### src/rtl/baud_timer_pkg.sv
package baud_timer_pkg;

    typedef enum logic [1:0] {
        MODE_IDLE  = 2'd0,
        MODE_BAUD  = 2'd1,
        MODE_TIMER = 2'd2
    } mode_e;

    typedef struct packed {
        logic tick;
        logic irq;
    } evt_t;

    function automatic mode_e pick_mode(input logic ctl_on, input logic irq_on);
        if (ctl_on)
            return MODE_BAUD;
        else if (irq_on)
            return MODE_TIMER;
        else
            return MODE_IDLE;
    endfunction

endpackage

### src/rtl/baud_timer_mode.sv
module baud_timer_mode
    import baud_timer_pkg::*;
(
    input  logic  ctl_en,
    input  logic  tmr_irq_en,
    output mode_e mode
);
    always_comb begin
        mode = pick_mode(ctl_en, tmr_irq_en);
    end
endmodule

### src/rtl/baud_timer_counter.sv
module baud_timer_counter
    import baud_timer_pkg::*;
#(
    parameter int unsigned W = 16
) (
    input  logic         clk,
    input  logic         rst,
    input  mode_e        mode,
    input  logic         wr,
    input  logic [W-1:0] wval,
    output logic         expire
);
    localparam int unsigned CW = W + 1;
    localparam logic [CW-1:0] FULL = CW'(1) << W;
    localparam logic [CW-1:0] ONE  = CW'(1);

    function automatic logic [CW-1:0] eff(input logic [W-1:0] v);
        return (v == '0) ? FULL : {1'b0, v};
    endfunction

    logic [W-1:0]  reload_q;
    logic [CW-1:0] cnt_q;
    logic          running;

    assign running = (mode != MODE_IDLE);
    assign expire  = running && !wr && (cnt_q == ONE);

    always_ff @(posedge clk) begin
        if (rst) begin
            reload_q <= '0;
            cnt_q    <= FULL;
        end else if (wr) begin
            reload_q <= wval;
            cnt_q    <= eff(wval);
        end else if (!running || cnt_q == ONE) begin
            cnt_q    <= eff(reload_q);
        end else begin
            cnt_q    <= cnt_q - ONE;
        end
    end

    AST_RELOAD_RESTART: assert property (@(posedge clk) disable iff (rst)
        wr |=> cnt_q == eff($past(wval))) else $error("reload restart");

    AST_COUNT_STEP: assert property (@(posedge clk) disable iff (rst)
        (running && !wr && cnt_q > ONE) |=> cnt_q == $past(cnt_q) - ONE) else $error("count step");

    AST_IDLE_PARK: assert property (@(posedge clk) disable iff (rst)
        (!running && !wr) |=> cnt_q == eff(reload_q)) else $error("idle park");

    AST_NONZERO: assert property (@(posedge clk) disable iff (rst)
        cnt_q != '0) else $error("count zero");
endmodule

### src/rtl/baud_timer_pulse.sv
module baud_timer_pulse
    import baud_timer_pkg::*;
(
    input  logic  clk,
    input  logic  rst,
    input  mode_e mode,
    input  logic  expire,
    output evt_t  evt
);
    evt_t evt_d;

    always_comb begin
        evt_d.tick = expire && (mode == MODE_BAUD);
        evt_d.irq  = expire && (mode == MODE_TIMER);
    end

    always_ff @(posedge clk) begin
        if (rst)
            evt <= '0;
        else
            evt <= evt_d;
    end
endmodule

### src/rtl/baud_timer_gen.sv
module baud_timer_gen
    import baud_timer_pkg::*;
#(
    parameter int unsigned W = 16
) (
    input  logic         clk,
    input  logic         rst,
    input  logic         ctl_en,
    input  logic         tmr_irq_en,
    input  logic         reload_wr,
    input  logic [W-1:0] reload_val,
    output logic         baud_tick,
    output logic         tmr_irq
);
    mode_e mode;
    logic  expire;
    evt_t  evt;

    baud_timer_mode u_mode (
        .ctl_en     (ctl_en),
        .tmr_irq_en (tmr_irq_en),
        .mode       (mode)
    );

    baud_timer_counter #(.W(W)) u_cnt (
        .clk    (clk),
        .rst    (rst),
        .mode   (mode),
        .wr     (reload_wr),
        .wval   (reload_val),
        .expire (expire)
    );

    baud_timer_pulse u_pulse (
        .clk    (clk),
        .rst    (rst),
        .mode   (mode),
        .expire (expire),
        .evt    (evt)
    );

    assign baud_tick = evt.tick;
    assign tmr_irq   = evt.irq;

    AST_EXCLUSIVE: assert property (@(posedge clk) disable iff (rst)
        !(baud_tick && tmr_irq)) else $error("both outputs");

    AST_TICK_SOURCE: assert property (@(posedge clk) disable iff (rst)
        baud_tick |-> $past(ctl_en)) else $error("tick while disabled");

    AST_IRQ_SOURCE: assert property (@(posedge clk) disable iff (rst)
        tmr_irq |-> $past(!ctl_en && tmr_irq_en)) else $error("irq while enabled");

    AST_WRITE_WINS: assert property (@(posedge clk) disable iff (rst)
        (baud_tick || tmr_irq) |-> !$past(reload_wr)) else $error("pulse on write");
endmodule

### config.mk
export PLATFORM = sky130hd
export DESIGN_NAME = baud_timer_gen
export DESIGN_NICKNAME = d
export VERILOG_FILES = /design/src/rtl/baud_timer_pkg.sv /design/src/rtl/baud_timer_mode.sv /design/src/rtl/baud_timer_counter.sv /design/src/rtl/baud_timer_pulse.sv /design/src/rtl/baud_timer_gen.sv
export SDC_FILE = /design/constraint.sdc
export NUM_CORES = 1
export LEC_CHECK = 0
export BUFFER_PORTS_ARGS = -buffer_cell sky130_fd_sc_hd__buf_2
export CAP_MARGIN = 20
export CORE_MARGIN = 2
export CORE_UTILIZATION = 30
export CTS_BUF_LIST = sky130_fd_sc_hd__clkbuf_4 sky130_fd_sc_hd__clkbuf_8
export DETAILED_ROUTE_END_ITERATION = 6
export GPL_ROUTABILITY_DRIVEN = 0
export PLACE_DENSITY = 0.48
export SLEW_MARGIN = 0
export SYNTH_ARGS = -nofsm -noshare
export SYNTH_HDL_FRONTEND = slang
export SYNTH_SLANG_ARGS = --single-unit
### constraint.sdc
create_clock -name clk -period 3.05 [get_ports clk]
set_clock_uncertainty 0.1 [all_clocks]
set_input_delay 0.61 -clock clk [delete_from_list [all_inputs] [get_ports clk]]
set_output_delay 0.61 -clock clk [all_outputs]
set_load 0.02 [all_outputs]
# After elaboration in Yosys (flattened, before gate mapping)
# Cells that the tools add are included.
# word_totals
in_bits	21
ff_bits	35
word_cells	24
out_inout_bits	2
# classes
n_mux	6
n_addsub	1
eq_ne	3
n_reduce_logical	10
# ops
cell	count
two-way mux 17 bit	4
zero test 16 bit	2
equality test 17 x 1 -> 1 bit, second input constant	1
subtractor 17 x 1 -> 17 bit, second input constant	1
logical AND 1 bit	4
two-way mux 2 bit	2
equality test 2 x 1 -> 1 bit, second input constant	1
equality test 2 bit, second input constant	1
zero test 1 bit	2
nonzero test 2 bit	1
logical OR 1 bit	1

# Logic depth before layout (Yosys ltp)
# logic_depth
depth_word	7
ltp_mapped	7
depth_no_buf	7

# Cells and area by module
# Synthesis repeated with hierarchy kept, for this count alone.
# unflattened
hier_cells	221
area_unflattened_um2	1944.4
# modules_own_cells
mod	area_per_inst_um2	instances	cells_per_inst	seq_area_each_um2
baud_timer_counter	1858.0	1	215	660.6
baud_timer_pulse	65.1	1	4	40.0
baud_timer_mode	21.3	1	2	0.0

# Worst setup path before layout
# Ideal clock, no wire load.
# synth_timing
path_type	reg2reg
startpoint	register u_cnt.cnt_q[5]
endpoint	register u_cnt.cnt_q[8]
period_less_slack_ps	1979
setup_time_ps	79
t_required_ps	2871
n_path_buf	1
arrival_ps	1800
path_stages_with_launch	7
path_slack_ps	1071
cell_sequence	dfxtp_1 > nor4_4 > nand4_2 > o32a_4 > buf_6 > or3_1 > o211ai_1
# synth_between
elab_chain_cells	4
elab_cells_between_ends	5
cone_classes	1 x add/sub; 1 x eq/ne; 2 x mux; 1 x reduce/logical
# synth_rtl
item	line	source
from (decl)	baud_timer_counter.sv:22	logic [CW-1:0] cnt_q;
from (signal assigned)	baud_timer_counter.sv:34	cnt_q <= eff(wval);
from (signal assigned)	baud_timer_counter.sv:36	cnt_q <= eff(reload_q);
from (signal assigned)	baud_timer_counter.sv:38	cnt_q <= cnt_q - ONE;
parallel branches: the longest is 2 deep, another holds subtractor 17 x 1 -> 17 bit	-	
two-way mux 17 bit *	baud_timer_counter.sv:35	end else if (!running || cnt_q == ONE) begin
two-way mux 17 bit *	baud_timer_counter.sv:32	end else if (wr) begin
# Every way passes the cells marked *.
# A chain may end at the register's enable or synchronous reset.

# Final worst setup path
# layout_timing
startpoint	register u_cnt.cnt_q[5]
endpoint	register u_cnt.cnt_q[9]
# Same word-level chain as after synthesis.

==> reports/results.ini <==
[clock_tree]
ctsRootBufferMaster = clkbuf_8
path_clk_slew_ps = 60
clock-sinks = 35
cts_max_path_buffers = 2
cts-resized-gates = 0
htree_levels = 2
cts-hold-fix-buffers = 0
postCtsSetupBuffers = 0
cts_inserted_buffers = 5
insertion_delay_ps = 270
cts_tree = yes

[synth]
synth-async-reset-ratio_pct = 0
synth_common_cells = nand2_1, dfxtp_1, a21oi_1
post-synth-top-count-cell = nand2_1
syn_area_mm2 = 0.00171
synth.avg_cell_area_um2 = 8.33
synth-edff-count = 0
synth_seq_cells = 35
synth_seq_area_share_pct = 41.0
yosys.area.top_type_share_pct = 41.0
synth_cells = 205
yosysTopAreaCell = dfxtp_1
yosysWarnings = 0
synth-main-ff-cell = dfxtp_1
yosysUniqueCellTypes = 36
syn_nets = 228
synth_area_leaders = dfxtp_1, nand2_1, a21oi_1

[die]
die_h_um = 79.5
coreArea_mm2 = 0.00551
dieWidth_um = 79.5
num_rows = 27
die_area_mm2 = 0.00631
io_pins = 23
initial_core_util_pct = 31.0

[cells_and_area]
antenna_cells = 0
syn2layout_area_growth_pct = 14.9
drive_above_1_share_pct = 18.1
num-fill-cells = 592
final_nets = 250

[outcome]
outcome = completed

[global_routing]
grt_use_met2_pct = 20.4
track_usage_pct = 14.5
grt_pass1_wl_um = 7060
grt-ovfl-total = 0
grt_pass1_vias = 1430
use_met3_pct = 3.28
antenna_found_initial = 0
grt_most_used_layer = met1
grt_max_degree = 52
grtUsageMet1_pct = 21.2

[power_and_ir_drop]
p_per_area_mw_per_mm2 = 521
power_leakage_nw = 0.725
pwr-share-seq_pct = 51.2
ir_drop_mv = 0.233
pwr-share-clk_pct = 29.9
switching_power_mw = 0.289
switching_share_pct = 28.2
comb_power_share_pct = 18.8
intPower_mw = 0.734

[place]
post-dp-hpwl_um = 3210
portBuffers = 22
preCtsSetupSlack_ps = 698

[setup_path]
timing.rr.end = u_cnt.cnt_q[9]
path_max_fanout = 27
critical_path.startpoint = u_cnt.cnt_q[5]
cp-start-kind = register
arrival_ps = 2210
rrSetupSlack_ps = 930
cp-end-kind = register
cp.required_ps = 3140
critPathKind = register to register
crit-reg2reg-launch = u_cnt.cnt_q[5]
rr_worst_depth = 5

[sta]
setup_tns_ps = 0
fin_crit_ps = 2120
hold_viol_final = 0
drv_slew = 0
max_freq_mhz = 473
worst_slack_ps = 934
setup_viol_count_final = 0
max_slew_margin_pct = 65.5
grt_setup_unrepaired = false
post-route-period-util_pct = 69.4
worst_pin_slew_ps = 513

[route]
drt_iter0_markers = 66
wire_per_inst_um = 14.2
num_vias = 1488
totalWireLength_um = 4220
drc = 0
ant_nets = 0
drt-vias-per-instance = 4.99
dr.pass1.iters = 4

[min_path]
min_from = u_cnt.reload_q[13]
whs_path_depth = 2
holdPathEnd = u_cnt.reload_q[13]
hold_path.class = register to register

[run]
drv_cap = 0

## worst max-delay path by stage
stage                                 end  slack (ps)  cells after the start
after global routing       u_cnt.cnt_q[9]         760                      5
after detailed placement  u_cnt.cnt_q[16]         700                      5
after floorplan            u_cnt.cnt_q[8]        1070                      6
after global placement    u_cnt.cnt_q[16]         710                      5
after CTS                  u_cnt.cnt_q[9]         910                      5
final                      u_cnt.cnt_q[9]         930                      5
## critical path: stages, from the launching register on
cell and delay (ps):
dfxtp_1 360, nor4_4 430, nand4_2 200, o32a_4 470, or3_1 390, o221ai_1 80
## area by class of cell
| class | instances | area, um^2 | area share [%] |
|---|---|---|---|
| Clock buffer | 6 | 76.3 | 3.89 |
| Sequential cell | 35 | 701 | 35.7 |
| Multi-Input combinational cell | 156 | 947 | 48.3 |
| Tap cell | 72 | 90.1 | 4.59 |
| Inverter | 4 | 15.0 | 0.765 |
| Timing Repair Buffer | 25 | 133 | 6.76 |
## per-stage QoR
step           cell area [um^2]  cells  total power [mW]  hold WS (ps)  util (%)
2_1_floorplan              1710    205             0.664           353         -
4_1_cts                    1960    298              1.03           396      35.6
3_3_place_gp               1890    292             0.729           386      34.2
5_1_grt                    1960    298              1.08           427      35.6
3_5_place_dp               1890    292             0.726           384      34.2
6_report                   1960    298              1.02           391      35.6
## cells by family (layout without fill, tap and decap cells)
family	after synthesis	in the layout	share of synthesized area, %
xor+xnor	12	12	6.15
buf+inv	14	35	3.52
fa+ha+maj	2	2	1.46
compound gates	41	41	17.3
simple gates	101	101	30.6
flops	35	35	41.0
## state kept, by name (all words and copies together), names as in the netlist
signal          count
u_cnt.reload_q     16
u_pulse.evt         2
u_cnt.cnt_q        17
## power by group through the flow
stage	registers (mW)	clock network (mW)	logic, mW
2_1_floorplan	0.526	0	0.138
6_report	0.524	0.306	0.193
3_5_place_dp	0.534	0	0.192
3_3_place_gp	0.534	0	0.195
5_1_grt	0.527	0.338	0.219
4_1_cts	0.523	0.316	0.195
## metal layers
| metal | routed length [um] | vias to the layer above |
|---|---|---|
| li1 | - | 795 |
| met1 | 2150 | 649 |
| met2 | 1780 | 37 |
| met3 | 205 | 7 |
| met4 | 89 | 0 |
| met5 | 0 | - |
## cells in the final DEF (no fill, tap or decap), types with 2 or more instances in the layout
master,count
xor2_1,7
nand4_1,2
ha_1,2
buf_4,3
nor2_1,11
dfxtp_1,35
o211ai_1,3
o311ai_0,6
nor3_1,6
or2_2,6
or3_1,10
buf_2,22
nor4_1,10
a21oi_1,17
nand3_1,7
xnor2_1,5
o21ai_0,2
clkbuf_8,5
inv_1,3
nand2_1,41
o221ai_1,7
No activity file was read; power rests on OpenSTA's default activity.
